### src/rtl/sysctl_pkg.sv
package sysctl_pkg;
  localparam int AW = 12;
  localparam int DW = 8;
  localparam int CW = 4;

  localparam logic [AW-1:0] P_CTL92  = 12'h092;
  localparam logic [AW-1:0] P_CPUCFG = 12'h800;
  localparam logic [AW-1:0] P_FEAT   = 12'h802;
  localparam logic [AW-1:0] P_STAT   = 12'h803;
  localparam logic [AW-1:0] P_LIGHT  = 12'h808;
  localparam logic [AW-1:0] P_EQUIP  = 12'h80C;
  localparam logic [AW-1:0] P_PWD1   = 12'h810;
  localparam logic [AW-1:0] P_PWD2   = 12'h812;
  localparam logic [AW-1:0] P_L2INV  = 12'h814;
  localparam logic [AW-1:0] P_KEY    = 12'h818;
  localparam logic [AW-1:0] P_SYSC   = 12'h81C;
  localparam logic [AW-1:0] P_L2ST   = 12'h823;
  localparam logic [AW-1:0] P_MAP    = 12'h850;

  typedef struct packed {
    logic          rst_req;
    logic          le;
    logic          light;
    logic [CW-1:0] sysc;
    logic          map;
  } ctl_state_t;

  // Fixed byte for a constant port; hit says whether the port is a constant one.
  function automatic logic [DW:0] const_byte(input logic [AW-1:0] a);
    case (a)
      P_CPUCFG: const_byte = {1'b1, 8'hEF};
      P_FEAT:   const_byte = {1'b1, 8'hAD};
      P_STAT:   const_byte = {1'b1, 8'hE0};
      P_EQUIP:  const_byte = {1'b1, 8'h3C};
      P_PWD1:   const_byte = {1'b1, 8'h39};
      P_KEY:    const_byte = {1'b1, 8'h00};
      P_L2ST:   const_byte = {1'b1, 8'h03};
      default:  const_byte = {1'b0, 8'hFF};
    endcase
  endfunction
endpackage

### src/rtl/sysctl_wdec.sv
module sysctl_wdec
  import sysctl_pkg::*;
(
  input  logic          wr_en,
  input  logic [AW-1:0] addr,
  output logic          we_ctl,
  output logic          we_light,
  output logic          we_sysc,
  output logic          we_map,
  output logic          we_pwd1,
  output logic          we_pwd2
);
  always_comb begin
    we_ctl   = wr_en && (addr == P_CTL92);
    we_light = wr_en && (addr == P_LIGHT);
    we_sysc  = wr_en && (addr == P_SYSC);
    we_map   = wr_en && (addr == P_MAP);
    we_pwd1  = wr_en && (addr == P_PWD1);
    we_pwd2  = wr_en && (addr == P_PWD2);
  end
endmodule

### src/rtl/sysctl_state.sv
module sysctl_state
  import sysctl_pkg::*;
(
  input  logic          clk,
  input  logic          rst_n,
  input  logic          we_ctl,
  input  logic          we_light,
  input  logic          we_sysc,
  input  logic          we_map,
  input  logic          we_pwd1,
  input  logic          we_pwd2,
  input  logic [DW-1:0] wdat,
  output ctl_state_t    st,
  output logic          pulse,
  output logic [1:0]    sel
);
  always_ff @(posedge clk) begin
    if (!rst_n) begin
      st    <= '0;
      pulse <= 1'b0;
      sel   <= 2'b00;
    end else begin
      if (we_ctl) begin
        st.rst_req <= wdat[0];
        st.le      <= wdat[1];
      end
      if (we_light) st.light <= wdat[0];
      if (we_sysc)  st.sysc  <= wdat[CW-1:0];
      if (we_map)   st.map   <= wdat[0];
      pulse <= we_pwd1 | we_pwd2;
      sel   <= we_pwd1 ? 2'b01 : (we_pwd2 ? 2'b10 : 2'b00);
    end
  end
endmodule

### src/rtl/sysctl_rdmux.sv
module sysctl_rdmux
  import sysctl_pkg::*;
(
  input  logic          clk,
  input  logic          rst_n,
  input  logic          rd_en,
  input  logic [AW-1:0] addr,
  input  ctl_state_t    st,
  output logic [DW-1:0] rdat
);
  logic [DW-1:0] nxt;
  logic [DW:0]   cb;

  always_comb begin
    cb = const_byte(addr);
    case (addr)
      P_CTL92: nxt = {6'b0, st.le, 1'b0};
      P_SYSC:  nxt = {{(DW-CW){1'b0}}, st.sysc};
      P_MAP:   nxt = {7'b0, st.map};
      default: nxt = cb[DW-1:0];
    endcase
  end

  always_ff @(posedge clk) begin
    if (!rst_n)     rdat <= '0;
    else if (rd_en) rdat <= nxt;
  end
endmodule

### src/rtl/sysctl_regfile.sv
module sysctl_regfile
  import sysctl_pkg::*;
(
  input  logic          clk,
  input  logic          rst_n,
  input  logic [11:0]   addr,
  input  logic          wr_en,
  input  logic          rd_en,
  input  logic [7:0]    wr_data,
  output logic [7:0]    rd_data,
  output logic          soft_rst_req,
  output logic          le_mode,
  output logic          disk_light,
  output logic          map_type,
  output logic          lock_pulse,
  output logic [1:0]    lock_sel
);
  logic we_ctl, we_light, we_sysc, we_map, we_pwd1, we_pwd2;
  ctl_state_t st;

  sysctl_wdec u_wdec (
    .wr_en(wr_en), .addr(addr),
    .we_ctl(we_ctl), .we_light(we_light), .we_sysc(we_sysc),
    .we_map(we_map), .we_pwd1(we_pwd1), .we_pwd2(we_pwd2)
  );

  sysctl_state u_state (
    .clk(clk), .rst_n(rst_n),
    .we_ctl(we_ctl), .we_light(we_light), .we_sysc(we_sysc),
    .we_map(we_map), .we_pwd1(we_pwd1), .we_pwd2(we_pwd2),
    .wdat(wr_data), .st(st), .pulse(lock_pulse), .sel(lock_sel)
  );

  sysctl_rdmux u_rd (
    .clk(clk), .rst_n(rst_n), .rd_en(rd_en), .addr(addr),
    .st(st), .rdat(rd_data)
  );

  assign soft_rst_req = st.rst_req;
  assign le_mode      = st.le;
  assign disk_light   = st.light;
  assign map_type     = st.map;
endmodule

### config.mk
export PLATFORM = sky130hd
export DESIGN_NAME = sysctl_regfile
export DESIGN_NICKNAME = d
export VERILOG_FILES = /design/src/rtl/sysctl_pkg.sv /design/src/rtl/sysctl_wdec.sv /design/src/rtl/sysctl_state.sv /design/src/rtl/sysctl_rdmux.sv /design/src/rtl/sysctl_regfile.sv
export SDC_FILE = /design/constraint.sdc
export NUM_CORES = 1
export LEC_CHECK = 0
export CAP_MARGIN = 10
export CORE_MARGIN = 3
export CORE_UTILIZATION = 25
export CTS_BUF_LIST = sky130_fd_sc_hd__clkbuf_2 sky130_fd_sc_hd__clkbuf_4 sky130_fd_sc_hd__clkbuf_8
export CTS_CLUSTER_SIZE = 12
export DETAILED_ROUTE_END_ITERATION = 16
export GPL_ROUTABILITY_DRIVEN = 0
export GPL_TIMING_DRIVEN = 0
export HOLD_SLACK_MARGIN = 0.06
export MAX_ROUTING_LAYER = met4
export PLACE_DENSITY_LB_ADDON = 0.2
export SETUP_SLACK_MARGIN = 0.5
export SYNTH_ARGS = -nofsm -noshare
export SYNTH_HDL_FRONTEND = slang
export SYNTH_SLANG_ARGS = --single-unit
### constraint.sdc
create_clock -name clk -period 5.1 [get_ports clk]
set_input_delay 0.765 -clock clk [delete_from_list [all_inputs] [get_ports clk]]
set_output_delay 0.765 -clock clk [all_outputs]
set_load 0.02 [all_outputs]
==> results.md, run 1 <==
- Status: complete, no violations
- Worst hold path class: register to register
- Most common cell after layout, fill and taps aside: clkdlybuf4s50_1
- P per Cell Area: 207 nW/um^2
- Die area: 5490 um^2
- Kind of critical path: input port to register
- # resized after CTS: 0
- Hold WS: 464 ps
- Post-synth top flop: dfxtp_1
- Crit path capture type: register
- Tot GR Track Use: 12.8%
- Final #Nets: 206
- Initial antenna violation count: 0
- Final setup violation count: 0
- Synth async-reset ratio: 0%
- Syn Inst Count: 146
- Via density: 5.32
- Number of fill cells: 464
- Netlist Area Pre-Place: 1160 um^2
- Via count: 1,239
- Clock Tree Root: clkbuf_8
- Top-area cell type share of the netlist area: 32.8%
- Tightest Pin Transition: 887 ps
- Antenna Cells: 0
- Pin count of the biggest net entering global routing: 12
- Crit path DAT: 2860 ps
- # hold bufs at CTS: 0
- Achievable Freq: 368 MHz
- DRC violations left: 0
- Data required time of the worst path: 5240 ps
- Max-cap violations: 0
- Internal power: 238 uW
- Die Span Y: 74.1 um
- Synth top area cells: dfxtp_1 33%, a21oi_1 6.9%, nand3_1 5.6%
- Area growth syn-to-layout: 36.4%
- Reg clk slew, reported paths: 80 ps
- Syn_area_per_cell: 7.94 um^2
- Core ar.: 4410 um^2
- DRT iter0 DRCs: 51
- Most frequent cells in the layout: 31 x clkdlybuf4s50_1, 19 x dfxtp_1, 17 x nand2_1
- Dpl hpwl: 2600 um
- WL/cell: 14.1 um
- Setup bufs post-CTS: 0
- Slew HR: 40.1%
- Gate power share: 20.0%
- Global-route wire length before repair: 5380 um
- CTS buffer count: 3
- Sequential share of the synthesized area: 32.8%
- Register share of total power: 47.6%
- Biggest area consumer among synthesized cells: dfxtp_1
- Total wire length: 3300 um
- Post-synth EDFFs: 0
- Total congestion overflow: 0
- Net Sw Power: 88.8 uW
- Pleak: 0.544 nW
- Longest Clk Path Bufs: 2
- Worst skew pair latency: 260 ps
- H-tree levels: 1
- Max IR drop VDD: 0.000109 V
- Final worst path period share: 53.2%
- Row count: 24
- Chip Width: 74.1 um
- Antenna viol nets, final: 0
- Clk sinks: 19
- Unrepaired setup endpoints after global routing: no
- Share of cells above drive strength 1: 9.39%
- Count of pins over their slew limit: 0
- Clock Skews: 7.05 ps
- Starting density of the core: 26.3%
- Startpoint types: input port
- Drt first pass iters: 4
- TritonCTS clock tree: yes
- Sw Share: 27.2%
- Yosys reg bits: 19
- Placed inst area: 1540 um^2
- Final min period: 2710 ps
- Final non-filler cell area: 1580 um^2
- Crit Path Max Fanout: 10
- Vias in the first global route: 1,207
- Ports: 39
- Warnings, synthesis: 0
- Setup TNS: 0 ps
- Cell variety after synth: 41
- Endpoints failing hold: 0
- IO buf count: 31
- Post-Syn Nets: 170
- Clock power share: 32.5%
[synthesized netlist by cell type, types with 3 or more instances]
library cell / instances
nand3_1: 13
clkbuf_1: 4
nor3_1: 8
o31ai_1: 3
dfxtp_1: 19
nor4_1: 5
a21oi_1: 16
inv_1: 3
nor2_1: 12
nand2_1: 17
o21ai_0: 6
[path summary, 6_finish.rpt]
path,cells after the start,startpoint,to,slack (ps)
max,7,addr[0],u_rd.rdat[5],2390
min,2,u_state.st[7],u_state.st[7],460
max reg2reg,2,u_state.st[6],u_rd.rdat[1],4220
min reg2reg,2,u_state.st[7],u_state.st[7],460
[critical path, cell delays in order]
cell,delay [ps]
clkdlybuf4s50_1,410
clkbuf_1,200
or4b_1,660
nor4_4,470
nor3_4,100
nand3_1,150
o21ai_0,100
[power groups by stage]
| stage | sequential (mW) | clock (mW) | combinational, mW |
|---|---|---|---|
| global placement | 0.159 | 0 | 0.0636 |
| floorplan | 0.164 | 0 | 0.0262 |
| global route | 0.156 | 0.115 | 0.0705 |
| finish | 0.155 | 0.106 | 0.0652 |
| detailed placement | 0.159 | 0 | 0.0648 |
| CTS | 0.156 | 0.107 | 0.0650 |
[per-layer routing]
metal	up-vias	GRT usage [%]	part of all wire [%]
met5	-	-	0
met4	0	4.23	0.33
met3	2	2.16	4.2
met2	35	21.2	49
met1	582	15.8	47
li1	620	-	-
[through the flow]
stage | utilization (%) | cells | total power, mW | setup slack [ps]
after floorplan | - | 146 | 0.191 | 2830
after global placement | 34.8 | 229 | 0.222 | 2140
after detailed placement | 34.8 | 229 | 0.224 | 2120
after CTS | 35.8 | 233 | 0.328 | 2380
after global routing | 35.8 | 233 | 0.342 | 2280
final | 35.8 | 233 | 0.327 | 2390
[state kept, by name, indices dropped and copies added (netlist names)]
signal and cells:
u_state.st 8, u_rd.rdat 8, u_state.sel 2, u_state.pulse 1
[final cells by class]
class	instances	area (um^2)	area share, %
multi-input combinational	115	713	45.1
sequential	19	380	24.1
timing repair buffer	31	310	19.6
tap	52	65.1	4.11
buffer	9	55.1	3.48
clock buffer	3	41.3	2.61
inverter	3	11.3	0.712
clock inverter	1	5.00	0.316
[logic make-up after synthesis]
group | synth area share [%]
xor gates and xnor gates | 0.755
buffers and inverters | 5.72
AOI/OAI and AO/OA | 18.3
and+or+nand+nor | 40.7
DFF | 32.8
muxes | 1.73
Note: power is estimated with default switching activity, not from simulation.
==> inputs of run 2 (changes only) <==
clock period = 2.7 ns   (was 5.1 ns; I/O delays follow)
==> run 2 against run 1 <==
Net effect:
- die area did not move
- clock power up 87%
- register-to-register slack worse by 2400 ps
- critical path type unchanged
- hold slack lost 53 ps
- clock skew shrank 0.67 ps
- sequential cell count did not move
- sequential power rose by 90%
==> results.md, run 2 (synthesized netlist as in run 1, its figures left out) <==
- Data required time of the worst path: 2820 ps
- Final min period: 2130 ps
- Worst skew pair latency: 260 ps
- Core ar.: 4410 um^2
- Vias in the first global route: 1,216
- Most frequent cells in the layout: 25 x clkdlybuf4s50_1, 19 x dfxtp_1, 17 x nand2_1
- Multi-input logic area: 756 um^2
- Clk sinks: 19
- Reg clk slew, reported paths: 80 ps
- Hold WS: 411 ps
- Count of pins over their slew limit: 0
- Via count: 1,250
- Worst hold path class: input port to register
- Total wire length: 3320 um
- Antenna viol nets, final: 0
- Post-placement setup slack: 76.8 ps
- Initial antenna violation count: 0
- Util after Layout: 37.5%
- Startpoint types: input port
- DP Cell Count: 229
- Ports: 39
- Area growth syn-to-layout: 42.7%
- Sequential cell area: 380 um^2
- Share of cells above drive strength 1: 15.8%
- Register share of total power: 47.4%
- Tot GR Track Use: 12.8%
- Internal power: 451 uW
- CP max stage delay: 500 ps
- Endpoints failing hold: 0
- Gate power share: 20.5%
- CTS buffer count: 3
- Max IR drop VDD: 0.000203 V
- Die Span Y: 74.1 um
- CP Cell Sequence: clkdlybuf4s50_1, or4b_4, buf_6, and4bb_2, buf_6, nor3_4, a21oi_1, nor3_1
- HP Start: rd_en
- CP max-delay cell: or4b_4
- Sw Share: 27.1%
- Final non-filler cell area: 1660 um^2
- IO buf count: 31
- Global-route wire length before repair: 5380 um
- Starting density of the core: 26.3%
- Total Power: 619 uW
- Total congestion overflow: 0
- Dpl hpwl: 2600 um
- Via density: 5.32
- Achievable Freq: 469 MHz
- Crit path capture type: register
- Critical R2R Launch: u_state.st[6]
- DRC violations left: 0
- Critical Path Most Common Cell: buf_6
- Setup TNS: 0 ps
- Status: complete, no violations
- Longest Clk Path Bufs: 2
- Clock Tree Root: clkbuf_8
- Placed inst area: 1540 um^2
- Crit path DAT: 2260 ps
- Net Sw Power: 168 uW
- Largest regs: u_rd.rdat x8, u_state.st x8, u_state.sel x2
- Final std cells w/o fill: 235
- Clock power share: 32.0%
- P per Cell Area: 374 nW/um^2
- Antenna Cells: 0
- H-tree levels: 1
- Pleak: 0.624 nW
- CP startpoint: addr[8]
- Number of fill cells: 459
- Drt first pass iters: 4
- Row count: 24
- Final setup violation count: 0
- # hold bufs at CTS: 0
- PnR worst setup slack: 567 ps
- Max-cap violations: 0
- Most common cell after layout, fill and taps aside: clkdlybuf4s50_1
- Clock Skews: 6.38 ps
- Final #Nets: 208
- DRT iter0 DRCs: 54
- Slew HR: 64.3%
- Kind of critical path: input port to register
- Tightest Pin Transition: 534 ps
- WL/cell: 14.1 um
- Die area: 5490 um^2
- Unrepaired setup endpoints after global routing: no
- Crit Path Max Fanout: 8
- TritonCTS clock tree: yes
- Chip Width: 74.1 um
- Pin count of the biggest net entering global routing: 12
- Final worst path period share: 79.0%
==> run 2: cell types whose count changed in the layout (fill, tap and decap cells not counted), moves of 2 or more <==
cell and delta:
or4b_4 +2, clkdlybuf4s50_1 -6, dlymetal6s2s_1 +6, or4b_1 -2
buf_4 +2
==> run 2: what timing repair did <==
| item | 4_1_cts | 5_1_grt |
|---|---|---|
| gates resized for setup | 0 | 19 |
| cloned | 0 | 1 |
| pin swaps | 1 | 3 |
| setup buffers | 1 | 0 |
| endpoints found under the setup margin | 9 | 16 |
==> run 2: path summary, 6_finish.rpt <==
path                                       to  slack [ps]  depth (start not counted)
worst max-delay path             u_rd.rdat[4]         570                          8
worst min-delay path             u_rd.rdat[2]         410                          2
worst max register to register   u_rd.rdat[1]        1820                          2
worst min register to register  u_state.st[7]         460                          2
==> run 2: layer usage <==
| metal | share of wire, % | wire (um) | track usage [%] |
|---|---|---|---|
| met3 | 4.7 | 156 | 2.16 |
| met1 | 46 | 1540 | 15.7 |
| met5 | 0 | 0 | - |
| met4 | 0 | 0 | 4.23 |
| met2 | 49 | 1620 | 21.4 |
==> run 2: power by group through the flow <==
stage / clock network (mW) / registers (mW) / logic (mW)
after CTS: 0.203 / 0.294 / 0.123
after detailed placement: 0 / 0.301 / 0.122
after global placement: 0 / 0.300 / 0.120
after global routing: 0.218 / 0.295 / 0.138
after floorplan: 0 / 0.311 / 0.0494
final: 0.198 / 0.294 / 0.127
==> run 2: cell type report <==
| type | count | area share [%] |
|---|---|---|
| Buffer | 9 | 3.55 |
| Timing Repair Buffer | 33 | 20.4 |
| Tap cell | 52 | 3.93 |
| Multi-Input combinational cell | 115 | 45.7 |
| Clock buffer | 3 | 2.49 |
| Clock inverter | 1 | 0.302 |
| Sequential cell | 19 | 23.0 |
| Inverter | 3 | 0.680 |
==> run 2: critical path, delay by kind of cell <==
kind,cells,cell delay [ps]
buffers and inverters,3,740
AOI/OAI and AO/OA,1,160
and+or+nand+nor,4,950
==> inputs of run 3 (changes only) <==
clock period = 1.9 ns   (was 2.7 ns; I/O delays follow)
==> run 3 against run 2 <==
Net effect:
- via count grew 6.2%
- global-route usage grew 1.7 points
- critical endpoint is now u_state.st[4]
- cell count grew 6.0%
- die area is the same
==> results.md, run 3 (synthesized netlist as in run 1, its figures left out) <==
- Status: complete, no violations
- Largest regs: u_rd.rdat x8, u_state.st x8, u_state.sel x2
- # hold bufs at CTS: 0
- Worst-case reg-to-reg path depth: 2
- Most frequent cells in the layout: 19 x dfxtp_1, 15 x dlygate4sd2_1, 14 x buf_6, 14 x a21oi_1
- FF-to-FF End: u_rd.rdat[1]
- Die area: 5490 um^2
- Total congestion overflow: 0
- Row count: 24
- CP Cell Sequence: buf_6, or4b_4, buf_8, and4bb_1, buf_6, buf_4, nand2_4, nand2_1, a21oi_1
- Final worst path period share: 88.4%
- Crit path DAT: 1800 ps
- DR WL met3: 244 um
- TritonCTS clock tree: yes
- WHS Path Cells: 2
- Final setup violation count: 0
- CP max-delay cell: or4b_4
- Total wire length: 3670 um
- Crit Path Max Fanout: 5
- DRC violations left: 0
- IO buf count: 31
- Reg clk slew, reported paths: 70 ps
- Total Power: 920 uW
- Most common cell after layout, fill and taps aside: dfxtp_1
- Reg2Reg Setup Slack: 1060 ps
- P per Cell Area: 488 nW/um^2
- Pin count of the biggest net entering global routing: 11
- CTS buffer count: 3
- Max-cap violations: 0
- Met2 WL: 1800 um
- Tightest Pin Transition: 551 ps
- Vias in the first global route: 1,306
- Number of fill cells: 451
- Share of cells above drive strength 1: 37.1%
- Pleak: 0.765 nW
- Post-Route M1 WL: 1550 um
- Critical Path Most Common Cell: buf_6
- CP startpoint: addr[8]
- Unrepaired setup endpoints after global routing: yes
- Final #Nets: 222
- Clk sinks: 19
- Achievable Freq: 595 MHz
- Longest Clk Path Bufs: 2
- Antenna viol nets, final: 0
- Crit path capture type: register
- Max IR drop VDD: 0.000165 V
- CP max stage delay: 530 ps
- Via count: 1,327
- Tot GR Track Use: 14.5%
- Starting density of the core: 26.3%
- Count of pins over their slew limit: 0
- Drt first pass iters: 4
- Data required time of the worst path: 2020 ps
- Area growth syn-to-layout: 62.6%
- Endpoints failing hold: 0
- Ports: 39
- Setup TNS: 0 ps
- Worst skew pair latency: 260 ps
- Clock Skews: 1.24 ps
- Startpoint types: input port
- Chip Width: 74.1 um
- Antenna Cells: 0
- Initial antenna violation count: 0
- HP Start: rd_en
- Global-route wire length before repair: 6060 um
- Kind of critical path: input port to register
- Buf/Inv on CP: 4
- Critical R2R Launch: u_state.st[6]
- CP delay by family, top: simple AND/OR/NAND/NOR gates
- Worst hold endpoint: u_rd.rdat[2]
- Final min period: 1680 ps
- Dpl hpwl: 2500 um
- Via density: 5.33
- Die Span Y: 74.1 um
- Core ar.: 4410 um^2
- DRT iter0 DRCs: 60
- Slew HR: 63.2%
- H-tree levels: 1
- Clock Tree Root: clkbuf_8
- Worst hold path class: input port to register
- WL/cell: 14.7 um
- Highest metal used: met4
[run 3: cell count changes in the layout (fill, tap and decap cells not counted), moves of 4 or more]
cell             before  now
clkdlybuf4s50_1      25    5
dlygate4sd2_1         0   15
buf_6                 2   14
buf_4                 3   11
dlymetal6s2s_1        6    0
nand2_1              17   11
nand2_2               0    4
nand3_1              12    8
nand3_2               1    5
[run 3: area by class of cell]
class,count,area [um^2],share of cell area (%)
multi-input combinational,115,861,45.7
timing repair buffer,47,432,22.9
tap,52,65.1,3.45
clock buffer,4,48.8,2.59
buffer,9,87.6,4.64
inverter,3,11.3,0.597
sequential,19,380,20.2
[run 3: routing by layer]
layer	vias to the layer above	global-route usage, %
met1	613	17.2
met5	-	-
li1	647	-
met3	8	2.57
met2	59	25.2
met4	0	4.02
[run 3: stage by stage]
stage          instance area [um^2]  utilization, %  hold slack (ps)  cells  worst slack [ps]
2_1_floorplan                  1210               -              429    146               125
3_3_place_gp                   1590            35.9              446    229              -542
3_5_place_dp                   1590            35.9              454    229              -560
4_1_cts                        1840            41.7              286    247               241
5_1_grt                        1890            42.7              296    249               175
6_report                       1890            42.7              296    249               221
[run 3: worst max-delay path by stage]
stage | slack (ps) | end | depth (start not counted)
floorplan | 130 | u_rd.rdat[4] | 6
global placement | -540 | u_rd.rdat[2] | 6
detailed placement | -560 | u_rd.rdat[2] | 6
CTS | 240 | u_rd.rdat[3] | 8
global route | 180 | u_state.st[2] | 9
finish | 220 | u_state.st[4] | 9
[run 3: where the power goes]
| part | switching (mW) | internal [mW] | leakage, nW |
|---|---|---|---|
| Clock | 0.132 | 0.163 | 0.0262 |
| Sequential | 0.00650 | 0.411 | 0.156 |
| Combinational | 0.110 | 0.0967 | 0.583 |
[run 3: worst reg2reg max path: stages, from the launching register on]
cell and delay (ps):
dfxtp_1 330, a221oi_1 290, a21oi_1 100
[run 3: what timing repair did]
action / CTS / global route
pin swaps: 30 / 13
setup buffers: 13 / 2
resized for setup: 96 / 13
endpoints found under the setup margin: 34 / 17
gates cloned: 1 / 0
